--- src/rtl/clkrst_pkg.sv ---
// Shared constants for the clock and reset control bank: register offsets,
// the reset key, the peripheral index width and the reserved gate bit.
package clkrst_pkg;
    localparam int unsigned DATA_W        = 32;
    localparam int unsigned PERIPH_N      = 30;
    localparam int unsigned RSVD_GATE_BIT = 17;
    localparam int unsigned OFF_CFG       = 'h008;
    localparam int unsigned OFF_KEY       = 'h018;
    localparam int unsigned OFF_GATE      = 'h084;
    localparam int unsigned OFF_HOLD      = 'h088;
    localparam logic [DATA_W-1:0] SYS_KEY = 32'h0000_DEAD;
endpackage

--- src/rtl/clkrst_div.sv ---
// One divided clock-enable domain.
// Emits a one-cycle strobe every 2^n cycles, where n is the select value
// captured at the last terminal count. Assumes sel_in may change at any time.
module clkrst_div #(
    parameter int unsigned SEL_W = 2
) (
    input  logic             clk,
    input  logic             rst_n,
    input  logic [SEL_W-1:0] sel_in,
    output logic             stb
);
    localparam int unsigned CNT_W = (1 << SEL_W) - 1;

    logic [CNT_W-1:0] cnt_q;
    logic [SEL_W-1:0] cur_q;
    logic [CNT_W:0]   ratio;
    logic [CNT_W-1:0] lim;

    // Terminal count value for the select currently in force.
    always_comb begin
        ratio = {{CNT_W{1'b0}}, 1'b1} << cur_q;
        lim   = ratio[CNT_W-1:0] - 1'b1;
        stb   = (cnt_q == lim);
    end

    // Count up; on terminal count, wrap to zero and adopt the new select.
    always_ff @(posedge clk) begin
        if (!rst_n) begin
            cnt_q <= '0;
            cur_q <= '0;
        end else if (stb) begin
            cnt_q <= '0;
            cur_q <= sel_in;
        end else begin
            cnt_q <= cnt_q + 1'b1;
        end
    end
endmodule

--- src/rtl/clkrst_regs.sv ---
// Register file of the control bank: configuration, gate, hold and key registers.
// Provides the combinational read mux and a key-hit flag.
// Assumes single-cycle writes and no wait states.
module clkrst_regs
    import clkrst_pkg::*;
#(
    parameter int unsigned ADDR_W = 12,
    parameter int unsigned CFG_W  = 6
) (
    input  logic                clk,
    input  logic                rst_n,
    input  logic                bus_wr,
    input  logic [ADDR_W-1:0]   bus_addr,
    input  logic [DATA_W-1:0]   bus_wdata,
    output logic [DATA_W-1:0]   bus_rdata,
    output logic [CFG_W-1:0]    cfg_q,
    output logic [PERIPH_N-1:0] gate_q,
    output logic [PERIPH_N-1:0] hold_q,
    output logic                key_hit
);
    localparam logic [PERIPH_N-1:0] GATE_MASK = ~({{(PERIPH_N-1){1'b0}}, 1'b1} << RSVD_GATE_BIT);

    logic [DATA_W-1:0] key_q;
    logic sel_cfg, sel_key, sel_gate, sel_hold;

    // Address decode of the four mapped offsets.
    always_comb begin
        sel_cfg  = (bus_addr == ADDR_W'(OFF_CFG));
        sel_key  = (bus_addr == ADDR_W'(OFF_KEY));
        sel_gate = (bus_addr == ADDR_W'(OFF_GATE));
        sel_hold = (bus_addr == ADDR_W'(OFF_HOLD));
        key_hit  = bus_wr && sel_key && (bus_wdata == SYS_KEY);
    end

    // Register writes; reserved bits are never stored.
    always_ff @(posedge clk) begin
        if (!rst_n) begin
            cfg_q  <= '0;
            gate_q <= '0;
            hold_q <= '1;
            key_q  <= '0;
        end else if (bus_wr) begin
            if (sel_cfg)  cfg_q  <= bus_wdata[CFG_W-1:0];
            if (sel_gate) gate_q <= bus_wdata[PERIPH_N-1:0] & GATE_MASK;
            if (sel_hold) hold_q <= bus_wdata[PERIPH_N-1:0];
            if (sel_key)  key_q  <= bus_wdata;
        end
    end

    // Read mux; unmapped offsets return zero.
    always_comb begin
        bus_rdata = '0;
        if (sel_cfg)  bus_rdata = {{(DATA_W-CFG_W){1'b0}}, cfg_q};
        if (sel_gate) bus_rdata = {{(DATA_W-PERIPH_N){1'b0}}, gate_q};
        if (sel_hold) bus_rdata = {{(DATA_W-PERIPH_N){1'b0}}, hold_q};
        if (sel_key)  bus_rdata = key_q;
    end
endmodule

--- src/rtl/clkrst_pulse.sv ---
// Subsystem reset pulse generator.
// A key hit while idle starts a high pulse of PULSE_LEN cycles.
// Key hits during a pulse are ignored.
module clkrst_pulse #(
    parameter int unsigned PULSE_LEN = 16
) (
    input  logic clk,
    input  logic rst_n,
    input  logic key_hit,
    output logic sys_rst
);
    localparam int unsigned CW = $clog2(PULSE_LEN + 1);

    logic [CW-1:0] cnt_q;

    // Load on an idle key hit, then count down to zero.
    always_ff @(posedge clk) begin
        if (!rst_n)                       cnt_q <= '0;
        else if (key_hit && cnt_q == '0)  cnt_q <= CW'(PULSE_LEN);
        else if (cnt_q != '0)             cnt_q <= cnt_q - 1'b1;
    end

    // Pulse is high while the counter is running.
    always_comb sys_rst = (cnt_q != '0);
endmodule

--- src/rtl/clkrst_ctrl.sv ---
// Top of the clock and reset control bank.
// Ties the register file to one divider per domain and to the key pulse generator.
// Domain d takes its select from cfg bits [d*SEL_W +: SEL_W].
module clkrst_ctrl
    import clkrst_pkg::*;
#(
    parameter int unsigned ADDR_W    = 12,
    parameter int unsigned SEL_W     = 2,
    parameter int unsigned N_DOM     = 3,
    parameter int unsigned PULSE_LEN = 16
) (
    input  logic                clk,
    input  logic                rst_n,
    input  logic                bus_wr,
    input  logic [ADDR_W-1:0]   bus_addr,
    input  logic [DATA_W-1:0]   bus_wdata,
    output logic [DATA_W-1:0]   bus_rdata,
    output logic [N_DOM-1:0]    div_stb,
    output logic [PERIPH_N-1:0] periph_gate,
    output logic [PERIPH_N-1:0] periph_hold,
    output logic                sys_rst
);
    localparam int unsigned CFG_W = N_DOM * SEL_W;

    logic [CFG_W-1:0] cfg_q;
    logic             key_hit;

    clkrst_regs #(.ADDR_W(ADDR_W), .CFG_W(CFG_W)) u_regs (
        .clk       (clk),
        .rst_n     (rst_n),
        .bus_wr    (bus_wr),
        .bus_addr  (bus_addr),
        .bus_wdata (bus_wdata),
        .bus_rdata (bus_rdata),
        .cfg_q     (cfg_q),
        .gate_q    (periph_gate),
        .hold_q    (periph_hold),
        .key_hit   (key_hit)
    );

    for (genvar d = 0; d < N_DOM; d++) begin : g_dom
        clkrst_div #(.SEL_W(SEL_W)) u_div (
            .clk    (clk),
            .rst_n  (rst_n),
            .sel_in (cfg_q[d*SEL_W +: SEL_W]),
            .stb    (div_stb[d])
        );
    end

    clkrst_pulse #(.PULSE_LEN(PULSE_LEN)) u_pulse (
        .clk     (clk),
        .rst_n   (rst_n),
        .key_hit (key_hit),
        .sys_rst (sys_rst)
    );
endmodule

--- config.mk ---
export PLATFORM = sky130hd
export DESIGN_NAME = clkrst_ctrl
export DESIGN_NICKNAME = d
export VERILOG_FILES = /design/src/rtl/clkrst_pkg.sv /design/src/rtl/clkrst_div.sv /design/src/rtl/clkrst_regs.sv /design/src/rtl/clkrst_pulse.sv /design/src/rtl/clkrst_ctrl.sv
export SDC_FILE = /design/constraint.sdc
export NUM_CORES = 1
export LEC_CHECK = 0
export BUFFER_PORTS_ARGS = -buffer_cell sky130_fd_sc_hd__buf_2
export CAP_MARGIN = 10
export CORE_MARGIN = 4
export CORE_UTILIZATION = 55
export DETAILED_ROUTE_END_ITERATION = 7
export GPL_TIMING_DRIVEN = 0
export PLACE_DENSITY = 0.83
export SKIP_LAST_GASP = 1
export SLEW_MARGIN = 25
export SYNTH_ARGS = -nofsm -noshare
export SYNTH_HDL_FRONTEND = slang
export SYNTH_SLANG_ARGS = --single-unit
--- constraint.sdc ---
create_clock -name clk -period 3.55 [get_ports clk]
set_clock_uncertainty 0.15 [all_clocks]
set_input_delay 0 -clock clk [delete_from_list [all_inputs] [get_ports clk]]
set_output_delay 0 -clock clk [all_outputs]
set_load 0.03 [all_outputs]
==> flow_summary_export.csv, run 1 <==
group,metric,value,unit
worst_setup_path,crit_chain,"dlygate4sd3_1 > buf_2 > nor4_4 > dlygate4sd3_1 > nand4_4 > dlygate4sd3_1 > buf_6 > mux2i_1 > dlygate4sd3_1",
worst_setup_path,critPathCaptureType,"flop",
final_layout,diodes,0,
routing,finalWirelength,19800,microns
clock_network,path_clk_slew,0.06,ns
global_routing,track_usage,0.353,
routing,via_count,6323,
yosys,syn_area,5320,sq um
sta,finalHoldViolations,0,
clock_network,cts_made_buffers,17,
yosys,seq_area_frac_synth,0.440,
power,peakVddDrop,0.000309,V
routing,drtAntennaViolNets,0,
clock_network,cts_tree,"built",
floorplan,placement_rows,35,
worst_setup_path,r2r_start,"u_pulse.cnt_q[0]$_SDFFE_PP0P_",
placed_design,place_hpwl,12400,microns
final_layout,area_delta_synth_final,39.3,%
floorplan,ioPinCount,143,
routing,wl_per_cell,19.4,microns
routing,drtIter0Drc,783,
worst_setup_path,critical_path.top_delay_family,"buffers and inverters",
run_status,outcome,"complete, no violations",
final_layout,nets,931,
floorplan,die_x,106,microns
yosys,synth.avg_cell_area,8.03,sq um
clock_network,clk_path_buf_depth,2,
worst_setup_path,worstPathArrival,3.43,ns
worst_setup_path,crit_type,"primary input to flop",
clock_network,cts_sinks,117,
yosys,synth-main-ff-cell,"dfxtp_1",
routing,avgViaCountPerCell,6.19,
global_routing,antenna_found_initial,0,
worst_setup_path,worst_setup_path_start_kind,"primary input",
sta,slew_violations,0,
sta,tightest_slew,0.794,ns
yosys,async_reset_ff_frac,0,
floorplan,die-area,11300,sq um
sta,fin_crit_sh,0.895,
clock_network,cts_htree_levels,4,
yosys,syn_inst,663,
sta,tns,0,ns
worst_setup_path,critPathMaxFanout,10,
worst_setup_path,slowest_stage,"dlygate4sd3_1",
worst_setup_path,r2r_setup_slack,1.20,ns
yosys,synth_edf_count,0,
worst_setup_path,crit_required,3.80,ns
final_layout,final_util,0.795,
clock_network,clkLatencyLatePin,0.52,ns
flow_run,cap_violations,0,
worst_setup_path,cp-startpoint,"bus_addr[8]",
sta,max_freq,315,MHz
global_routing,grt_pass1_wl,31800,microns
routing,first_pass_iters,6,
worst_setup_path,critPathMaxStageDelay,0.79,ns
worst_setup_path,crit_top_cell,"dlygate4sd3_1",
min_path,hold-path-endpoint,"u_regs.hold_q[11]$_SDFFE_PN1P_",
worst_setup_path,path_buf_inv,6,
worst_setup_path,worstRegToRegCells,6,
power,p_per_area,482,nW/um^2
min_path,min_from,"bus_addr[9]",
sta,rsz0062_at_grt,"false",
worst_setup_path,r2r_end,"u_pulse.cnt_q[0]$_SDFFE_PP0P_",
floorplan,fp.dieH,106,microns
min_path,hold_path_depth,6,
min_path,min_path_type,"primary input to flop",
clock_network,cts_root_buffer,"clkbuf_8",
power,leakage,3.28,nW
routing,drc,0,
global_routing,grt_pass1_vias,6516,
sta,setup_viol,0,
power,p_total,0.00357,W
yosys,synth-warning-count,0,
sta,maxSlewHeadroom,0.469,
yosys,synth-seq-cells,117,
floorplan,start_util,0.571,
placed_design,place.gp.congestion,0.906,
final_layout,drive_gt1_frac,0.214,
sta,fin_crit,3.18,ns
global_routing,grt_overflow,0,
yosys,synth.net_count,714,
global_routing,grt_max_degree,17,
placed_design,portBuffers,139,
yosys,synth.distinct_cells,48,
floorplan,coreArea,9330,sq um
## routing by layer
metal	wire, microns	GRT usage	share of wire	vias to the layer above
li1	-	-	-	2750
met1	7070	0.401	0.36	2941
met2	9610	0.592	0.48	520
met3	2180	0.0965	0.11	112
met4	966	0.204	0.049	0
met5	0	0	0	-
## worst reg2reg max path: cells and delay by family, from the launching register on
| kind | cells | cell delay [ns] |
|---|---|---|
| AOI/OAI and AO/OA | 1 | 0.47 |
| DFF | 1 | 0.32 |
| buffers and inverters | 1 | 0.10 |
| and+or+nand+nor | 3 | 0.96 |
| adders and majority gates | 1 | 0.21 |
## flip-flops by register name, indices dropped and copies added (netlist names)
register	count
u_pulse.cnt_q	5
u_regs.cfg_q	6
g_dom.u_div.cnt_q	9
u_regs.gate_q	29
g_dom.u_div.cur_q	6
u_regs.key_q	32
u_regs.hold_q	30
## per-stage QoR
step | cells | instance area [sq um] | setup WS [ns] | hold WS, ns
2_1_floorplan | 663 | 5320 | 1.69 | -0.0101
3_3_place_gp | 931 | 6180 | 1.47 | 0.131
3_5_place_dp | 931 | 6180 | 1.32 | 0.139
4_1_cts | 1022 | 7410 | 0.501 | 0.104
5_1_grt | 1022 | 7410 | 0.322 | 0.142
6_report | 1022 | 7410 | 0.373 | 0.113
## cell families after synthesis
group / count (synthesis) / share of synthesized area
fa+ha+maj: 4 / 0.00940
compound gates: 154 / 0.170
simple gates: 286 / 0.258
mux: 31 / 0.0583
xor+xnor: 6 / 0.00987
flops: 117 / 0.440
other cells: 1 / 0.000705
buf+inv: 64 / 0.0538
## what timing repair did
action / in CTS / in global routing
hold buffers: 59 / 0
buffers inserted: 0 / 0
resized for setup: 0 / 0
hold endpoints to repair: 114 / 0
## power breakdown
part	internal, W	switching, W	total (W)	leakage, nW
combinational	0.000137	0.000211	0.000349	2.04
clock	0.00122	0.000653	0.00187	0.303
sequential	0.00133	0.0000196	0.00135	0.944
## layout make-up
type	instances	area, sq um
Buffer	55	253
Clock buffer	18	418
Clock inverter	14	225
Fill cell	589	1910
Inverter	9	33.8
Multi-Input combinational cell	482	2690
Sequential cell	117	2340
Tap cell	129	161
Timing Repair Buffer	198	1290
## worst max-delay path by stage
stage                                           to  slack [ns]  cells after the start
finish              u_regs.gate_q[15]$_SDFFE_PN0P_        0.37                      9
global route        u_regs.gate_q[24]$_SDFFE_PN0P_        0.32                      9
CTS                 u_regs.gate_q[15]$_SDFFE_PN0P_        0.50                      9
detailed placement   u_pulse.cnt_q[4]$_SDFFE_PN0P_        1.32                      6
global placement     u_pulse.cnt_q[4]$_SDFFE_PN0P_        1.47                      6
floorplan            u_pulse.cnt_q[4]$_SDFFE_PN0P_        1.69                      6
## Yosys cell counts, types with 3 or more instances
master | n | area (sq um)
nand2_1 | 106 | 398
nor4b_1 | 3 | 26.3
mux2i_1 | 31 | 310
inv_1 | 9 | 33.8
clkbuf_1 | 38 | 143
and2_1 | 3 | 18.8
buf_4 | 6 | 45.0
a21oi_1 | 6 | 30.0
nand3_1 | 45 | 225
nand2b_1 | 6 | 37.5
a22oi_1 | 24 | 180
nor3b_1 | 7 | 52.6
or3_1 | 5 | 31.3
a2bb2oi_1 | 6 | 52.6
and3_1 | 7 | 43.8
nor4_1 | 5 | 31.3
ha_1 | 4 | 50.1
o22ai_1 | 3 | 18.8
buf_2 | 7 | 35.0
nor3_1 | 3 | 15.0
o21ai_0 | 94 | 470
o31ai_1 | 8 | 60.1
nand4_1 | 5 | 31.3
nor2_1 | 78 | 293
dfxtp_1 | 117 | 2340
xor2_1 | 4 | 35.0
## placed cells by master, fill, tap and decap left out, types with 3 or more instances in the layout
master,netlist,layout
nand4_1,5,5
inv_6,0,3
a22oi_1,24,24
clkbuf_16,0,16
nor2_1,78,78
buf_2,7,146
buf_4,6,6
inv_1,9,9
and2_1,3,3
xor2_1,4,4
nor3_1,3,3
dfxtp_1,117,117
ha_1,4,4
clkinv_4,0,3
o21ai_0,94,94
o22ai_1,3,3
nand3_1,45,45
nor3b_1,7,7
nand2_1,106,106
nor4b_1,3,3
or3_1,5,5
mux2i_1,31,31
clkbuf_1,38,39
nor4_1,5,5
bufinv_16,0,5
nand2b_1,6,6
a21oi_1,6,6
and3_1,7,7
clkinvlp_4,0,3
a2bb2oi_1,6,6
o31ai_1,8,8
dlygate4sd3_1,0,59
Note: power is estimated with default switching activity, not from simulation.
==> run 2: changes to the inputs <==
--- a/config.mk
+++ b/config.mk
@@ -11,9 +11,11 @@
 export CORE_UTILIZATION = 55
 export DETAILED_ROUTE_END_ITERATION = 7
 export GPL_TIMING_DRIVEN = 0
-export PLACE_DENSITY = 0.83
+export PLACE_DENSITY = 0.82
+export RECOVER_POWER = 100
 export SKIP_LAST_GASP = 1
 export SLEW_MARGIN = 25
 export SYNTH_ARGS = -nofsm -noshare
 export SYNTH_HDL_FRONTEND = slang
+export SYNTH_HIERARCHICAL = 1
 export SYNTH_SLANG_ARGS = --single-unit
==> constraint.sdc (replaced) <==
create_clock -name clk -period 3.9 [get_ports clk]
set_clock_uncertainty 0.15 [all_clocks]
set_input_delay 0 -clock clk [delete_from_list [all_inputs] [get_ports clk]]
set_output_delay 0 -clock clk [all_outputs]
set_load 0.03 [all_outputs]
==> run 2 against run 1 <==
Effect of this change:
- global-route usage fell by 3.0 points
- register-to-register slack gained 0.62 ns
- clock power is 15% lower
- core utilization fell by 4.9 points
- critical path depth is the same
- total power shrank 13%
- worst setup slack better by 0.26 ns
- sequential power is 8% lower
- synthesized cell count rose by 6.6%
- critical path type is now primary input to output pin
- via count up 0.33%
- worst hold slack got worse by 0.085 ns
- largest power group unchanged
- wire length fell by 4.9%
==> flow_summary_export.csv, run 2 <==
group,metric,value,unit
yosys,synth_most_common_cell,"nand2_1",
routing,drc,0,
sta,finalHoldWorstSlack,0.0276,ns
worst_setup_path,worst_setup_path_start_kind,"primary input",
power,p_clk_frac,0.514,
clock_network,cts_htree_levels,4,
placed_design,portBuffers,141,
routing,wl_per_cell,17.9,microns
sta,slew_violations,0,
clock_network,cts_made_buffers,17,
flow_run,cap_violations,0,
floorplan,die-area,12000,sq um
yosys,synth-main-ff-cell,"dfxtp_1",
floorplan,die_x,109,microns
yosys,synth.distinct_cells,52,
sta,tns,0,ns
worst_setup_path,r2r_end,"u_pulse/cnt_q[1]$_SDFFE_PP0P_",
final_layout,final_cell_mix,"nand2_1, clkbuf_1, dfxtp_1",
worst_setup_path,critPathCaptureType,"output pin",
sta,setup_viol,0,
yosys,synth-warning-count,6,
sta,tightest_slew,1.22,ns
floorplan,fp.dieH,109,microns
yosys,synth_edf_count,0,
final_layout,regMostFlops,"u_regs/key_q",
power,p_total,0.00310,W
clock_network,cts_tree,"built",
final_layout,diodes,0,
final_layout,area_delta_synth_final,30.6,%
global_routing,grt_pass1_wl,30400,microns
power,switching_share,0.227,
clock_network,clkLatencyLatePin,0.52,ns
clock_network,post_cts_buffers,0,
floorplan,start_util,0.571,
floorplan,placement_rows,36,
yosys,synth.net_count,758,
yosys,synth_commonest_cells,"nand2_1, dfxtp_1, nand3_1",
power,peakVddDrop,0.000254,V
min_path,min_from,"bus_addr[9]",
clock_network,path_clk_slew,0.05,ns
final_layout,top_regs,"u_regs/key_q (32), u_regs/hold_q (30), u_regs/gate_q (29)",
global_routing,antenna_found_initial,0,
power,p_sw,0.000704,W
floorplan,ioPinCount,143,
routing,via_count,6344,
clock_network,clk_path_buf_depth,2,
yosys,synth_top_area_frac,0.414,
routing,drtAntennaViolNets,0,
clock_network,cts_sinks,117,
global_routing,grt_max_degree,27,
clock_network,postCtsHoldBufs,45,
sta,fin_crit,3.27,ns
run_status,outcome,"complete, no violations",
routing,drtIter0Drc,673,
final_layout,nets,963,
worst_setup_path,worstPathArrival,3.12,ns
final_layout,drive_gt1_frac,0.120,
yosys,synth-seq-cells,117,
worst_setup_path,crit_required,3.75,ns
worst_setup_path,crit_type,"primary input to output pin",
sta,max_freq,306,MHz
yosys,synth.avg_cell_area,8.01,sq um
routing,avgViaCountPerCell,6.00,
yosys,syn_area,5660,sq um
yosys,yosys.area.top_type,"dfxtp_1",
yosys,seq_area_frac_synth,0.414,
global_routing,track_usage,0.322,
global_routing,grt_overflow,0,
yosys,async_reset_ff_frac,0,
placed_design,place.gp.congestion,0.908,
min_path,min_path_type,"primary input to flop",
worst_setup_path,critPathMaxFanout,10,
sta,setup_ws,0.634,ns
final_layout,fill_cells,784,
min_path,hold_path_depth,6,
final_layout,largest_reg_flops,32,
clock_network,cts_root_buffer,"clkbuf_8",
power,leakage,3.04,nW
sta,finalHoldViolations,0,
routing,finalWirelength,18900,microns
min_path,hold-path-endpoint,"u_regs/key_q[0]$_SDFFE_PN0P_",
yosys,syn_inst,707,
yosys,synth_area_leaders,"dfxtp_1, nand2_1, nand3_1",
placed_design,place_hpwl,12500,microns
sta,rsz0062_at_grt,"false",
clock_network,cts.repair.resized,0,
final_layout,layout.cells.most_common,"nand2_1",
floorplan,coreArea,9910,sq um
worst_setup_path,worstRegToRegCells,4,
placed_design,dp_slack,1.68,ns
sta,fin_crit_sh,0.837,
worst_setup_path,r2r_start,"u_pulse/cnt_q[0]$_SDFFE_PP0P_",
global_routing,grt_pass1_vias,6228,
power,intPower,0.00240,W
power,comb_power_share,0.088,
worst_setup_path,r2r_setup_slack,1.82,ns
routing,first_pass_iters,6,
power,p_seq_frac,0.399,
power,p_per_area,419,nW/um^2
sta,maxSlewHeadroom,0.179,
## run 2: cell count changes after synthesis, moves of 7 or more
cell,previous run,this run
a22oi_1,24,17
a21oi_1,6,15
nor2b_1,2,9
a21boi_1,1,33
o21ai_0,94,31
buf_2,7,23
mux2i_1,31,9
nand3_1,45,62
clkbuf_1,38,22
nor2_1,78,8
nand2_1,106,202
## run 2: logic make-up (layout without fill, tap and decap cells)
group,Yosys count,after routing,share of synthesized area
AOI/OAI and AO/OA,135,135,0.162
xor gates and xnor gates,4,4,0.00619
adders and majority gates,4,4,0.00884
buffers and inverters,70,287,0.0608
DFF,117,117,0.414
muxes,9,9,0.0159
other,1,1,0.000662
and+or+nand+nor,367,367,0.332
## run 2: worst max path at each step
stage,from,to,slack (ns)
after floorplan,bus_addr[1],bus_rdata[5],2.14
after global placement,bus_addr[9],u_pulse/cnt_q[1]$_SDFFE_PP0P_,1.71
after detailed placement,bus_addr[9],u_pulse/cnt_q[1]$_SDFFE_PP0P_,1.68
after CTS,bus_addr[11],u_pulse/cnt_q[1]$_SDFFE_PP0P_,1.22
after global routing,bus_addr[4],bus_rdata[25],0.49
final,bus_addr[4],bus_rdata[24],0.63
## run 2: through the flow
stage	area [sq um]	utilization	std cells
4_1_cts	7590	0.766	1057
3_3_place_gp	6530	0.659	981
3_5_place_dp	6530	0.659	981
6_report	7390	0.746	1057
5_1_grt	7390	0.746	1057
2_1_floorplan	5660	-	707
## run 2: cell type report
class	instances	area [sq um]	share of cell area
timing repair buffer	186	1040	0.141
tap	133	166	0.0225
buffer	57	254	0.0344
inverter	13	48.8	0.00660
clock inverter	10	154	0.0208
multi-input combinational	520	2930	0.397
sequential	117	2340	0.317
clock buffer	21	449	0.0608
## run 2: metal layers
layer	wire length [microns]	global-route usage
met1	7110	0.394
met2	9000	0.533
met3	2140	0.0810
met4	631	0.151
met5	0	0
## run 2: worst max-delay path, cell delays in order
cell           delay [ns]
dlygate4sd3_1        0.54
clkbuf_1             0.14
nor4b_1              1.03
and4_1               0.38
buf_2                0.19
buf_2                0.31
a22oi_1              0.13
nand2_1              0.09
clkbuf_1             0.31
## run 2: power by group through the flow
| stage | sequential (W) | combinational [W] | clock, W |
|---|---|---|---|
| after floorplan | 0.00126 | 0.000157 | 0 |
| after global placement | 0.00126 | 0.000235 | 0 |
| after detailed placement | 0.00126 | 0.000248 | 0 |
| after CTS | 0.00124 | 0.000281 | 0.00160 |
| after global routing | 0.00124 | 0.000293 | 0.00166 |
| final | 0.00124 | 0.000272 | 0.00159 |
==> run 3: changes to the inputs <==
--- a/config.mk
+++ b/config.mk
@@ -8,10 +8,10 @@
 export BUFFER_PORTS_ARGS = -buffer_cell sky130_fd_sc_hd__buf_2
 export CAP_MARGIN = 10
 export CORE_MARGIN = 4
-export CORE_UTILIZATION = 55
+export CORE_UTILIZATION = 48
 export DETAILED_ROUTE_END_ITERATION = 7
 export GPL_TIMING_DRIVEN = 0
-export PLACE_DENSITY = 0.82
+export PLACE_DENSITY = 0.76
 export RECOVER_POWER = 100
 export SKIP_LAST_GASP = 1
 export SLEW_MARGIN = 25
==> constraint.sdc (replaced) <==
create_clock -name clk -period 2.7 [get_ports clk]
set_clock_uncertainty 0.15 [all_clocks]
set_input_delay 0 -clock clk [delete_from_list [all_inputs] [get_ports clk]]
set_output_delay 0 -clock clk [all_outputs]
set_load 0.03 [all_outputs]
==> run 3 against run 2 <==
Effect of this change:
- first-iteration DRC count grew 1.9%
- sequential cell count is the same
- combinational power is 36% higher
- worst hold slack improved by 0.090 ns
- largest power group unchanged
- sequential power up 44%
- clock-buffer cell count shrank 4
==> flow_summary_export.csv, run 3 (synthesis results as in run 2) <==
group,metric,value,unit
clock_network,cts_made_buffers,17,
clock_network,clk_path_buf_depth,2,
global_routing,grt_pass1_wl,28100,microns
worst_setup_path,worstRegToRegCells,4,
global_routing,use_met1,0.353,
floorplan,die-area,13600,sq um
clock_network,cts_sinks,117,
worst_setup_path,path_buf_inv,5,
clock_network,path_clk_slew,0.06,ns
power,p_per_area,589,nW/um^2
floorplan,placement_rows,39,
worst_setup_path,crit_type,"primary input to output pin",
power,leakage,2.97,nW
routing,drtAntennaViolNets,0,
sta,tns,0,ns
worst_setup_path,r2r_start,"u_pulse/cnt_q[0]$_SDFFE_PP0P_",
sta,setup_ws,0.158,ns
final_layout,nets,954,
global_routing,track_usage,0.263,
final_layout,final_area,7290,sq um
global_routing,grt-busiest-layer,"met2",
min_path,hold-path-endpoint,"u_regs/key_q[31]$_SDFFE_PN0P_",
worst_setup_path,crit_top_cell,"clkbuf_1",
final_layout,regMostFlops,"u_regs/key_q",
sta,rsz0062_at_grt,"false",
clock_network,cts_root_buffer,"clkbuf_16",
worst_setup_path,crit_chain,"dlygate4sd3_1 > clkbuf_1 > nor4_4 > and4_1 > buf_2 > clkbuf_2 > a22oi_1 > nand2_1 > clkbuf_1",
worst_setup_path,r2r_end,"u_pulse/cnt_q[1]$_SDFFE_PP0P_",
sta,max_freq,393,MHz
sta,maxSlewHeadroom,0.309,
floorplan,start_util,0.494,
worst_setup_path,critPathMaxStageDelay,0.54,ns
routing,avgViaCountPerCell,5.69,
worst_setup_path,critical_path.top_delay_family,"buffers and inverters",
routing,first_pass_iters,7,
sta,setup_viol,0,
worst_setup_path,cp-startpoint,"bus_addr[10]",
final_layout,diodes,0,
floorplan,coreArea,11500,sq um
floorplan,die_x,117,microns
global_routing,grt_overflow,0,
min_path,min_path_type,"primary input to flop",
routing,finalWirelength,17900,microns
worst_setup_path,worst_setup_path_start_kind,"primary input",
final_layout,top_regs,"u_regs/key_q (32), u_regs/hold_q (30), u_regs/gate_q (29)",
worst_setup_path,critPathMaxFanout,10,
final_layout,layout.cells.most_common,"nand2_1",
worst_setup_path,worstPathArrival,2.39,ns
placed_design,place.gp.congestion,0.840,
global_routing,grt_pass1_vias,5420,
placed_design,dp_slack,0.460,ns
sta,slew_violations,0,
clock_network,cts_tree,"built",
run_status,outcome,"complete, no violations",
routing,via_count,6028,
placed_design,dpl_cell_area,6550,sq um
worst_setup_path,critPathCaptureType,"output pin",
routing,drtIter0Drc,686,
final_layout,area_delta_synth_final,28.7,%
sta,tightest_slew,1.02,ns
min_path,min_from,"bus_addr[11]",
worst_setup_path,r2r_setup_slack,0.79,ns
floorplan,fp.dieH,117,microns
min_path,hold_path_depth,5,
flow_run,cap_violations,0,
routing,drc,0,
worst_setup_path,slowest_stage,"dlygate4sd3_1",
sta,fin_crit_sh,0.942,
routing,wl_per_cell,16.9,microns
final_layout,final_util,0.635,
sta,finalHoldViolations,0,
placed_design,place_hpwl,12200,microns
clock_network,clkLatencyLatePin,0.41,ns
worst_setup_path,crit_required,2.55,ns
global_routing,met3_usage,0.0606,
global_routing,use_met2,0.428,
power,peakVddDrop,0.000395,V
final_layout,largest_reg_flops,32,
placed_design,portBuffers,141,
final_layout,final_cell_mix,"nand2_1, clkbuf_1, dfxtp_1",
sta,fin_crit,2.54,ns
worst_setup_path,path_depth,9,
floorplan,ioPinCount,143,
clock_network,post_cts_buffers,0,
final_layout,drive_gt1_frac,0.130,
global_routing,grt_max_degree,27,
clock_network,cts_htree_levels,4,
global_routing,antenna_found_initial,0,
[run 3: cell types whose count changed in the layout (fill, tap and decap cells not counted), moves of 4 or more]
cell and change:
buf_2 -6, clkinv_2 -4, bufinv_16 -4, inv_8 +4, clkbuf_1 -4, dlygate4sd3_1 -9, inv_6 +5, clkbuf_2 +11
[run 3: cell type report]
type / count / area [sq um]
plain buffers: 57 / 250
repair buffers: 177 / 960
multi-input cells: 520 / 2950
fillers: 1072 / 4180
well taps: 143 / 179
clock inverters: 15 / 135
flip-flops and latches: 117 / 2340
inverters: 13 / 48.8
clock buffers: 17 / 425
[run 3: worst reg2reg max path: stages (launching register included)]
cell	delay (ns)
dfxtp_1	0.34
inv_1	0.06
ha_1	0.18
nor4b_1	0.83
mux2i_1	0.27
[run 3: stage by stage]
step | cells | hold slack [ns] | total power (W)
after global routing | 1059 | 0.167 | 0.00444
final | 1059 | 0.117 | 0.00429
after floorplan | 707 | -0.0260 | 0.00204
after global placement | 991 | 0.0959 | 0.00217
after CTS | 1059 | 0.0132 | 0.00434
after detailed placement | 991 | 0.104 | 0.00217
[run 3: report_power, final]
part / switching, W / internal [W]
clock: 0.000930 / 0.00121
sequential: 0.0000267 / 0.00175
combinational: 0.000203 / 0.000166
[run 3: timing repair]
action | CTS | global route
hold buffers | 36 | 0
resized for setup | 0 | 0
endpoints found under the hold margin | 105 | 0
[run 3: worst max path at each step]
stage	end
2_1_floorplan	bus_rdata[5]
5_1_grt	bus_rdata[10]
4_1_cts	bus_rdata[28]
3_3_place_gp	u_pulse/cnt_q[1]$_SDFFE_PP0P_
3_5_place_dp	u_pulse/cnt_q[1]$_SDFFE_PP0P_
6_report	bus_rdata[26]
[run 3: metal layers]
layer | vias up | part of all wire
li1 | 2870 | -
met1 | 2808 | 0.42
met2 | 328 | 0.47
met3 | 22 | 0.099
met4 | 0 | 0.013
met5 | - | 0
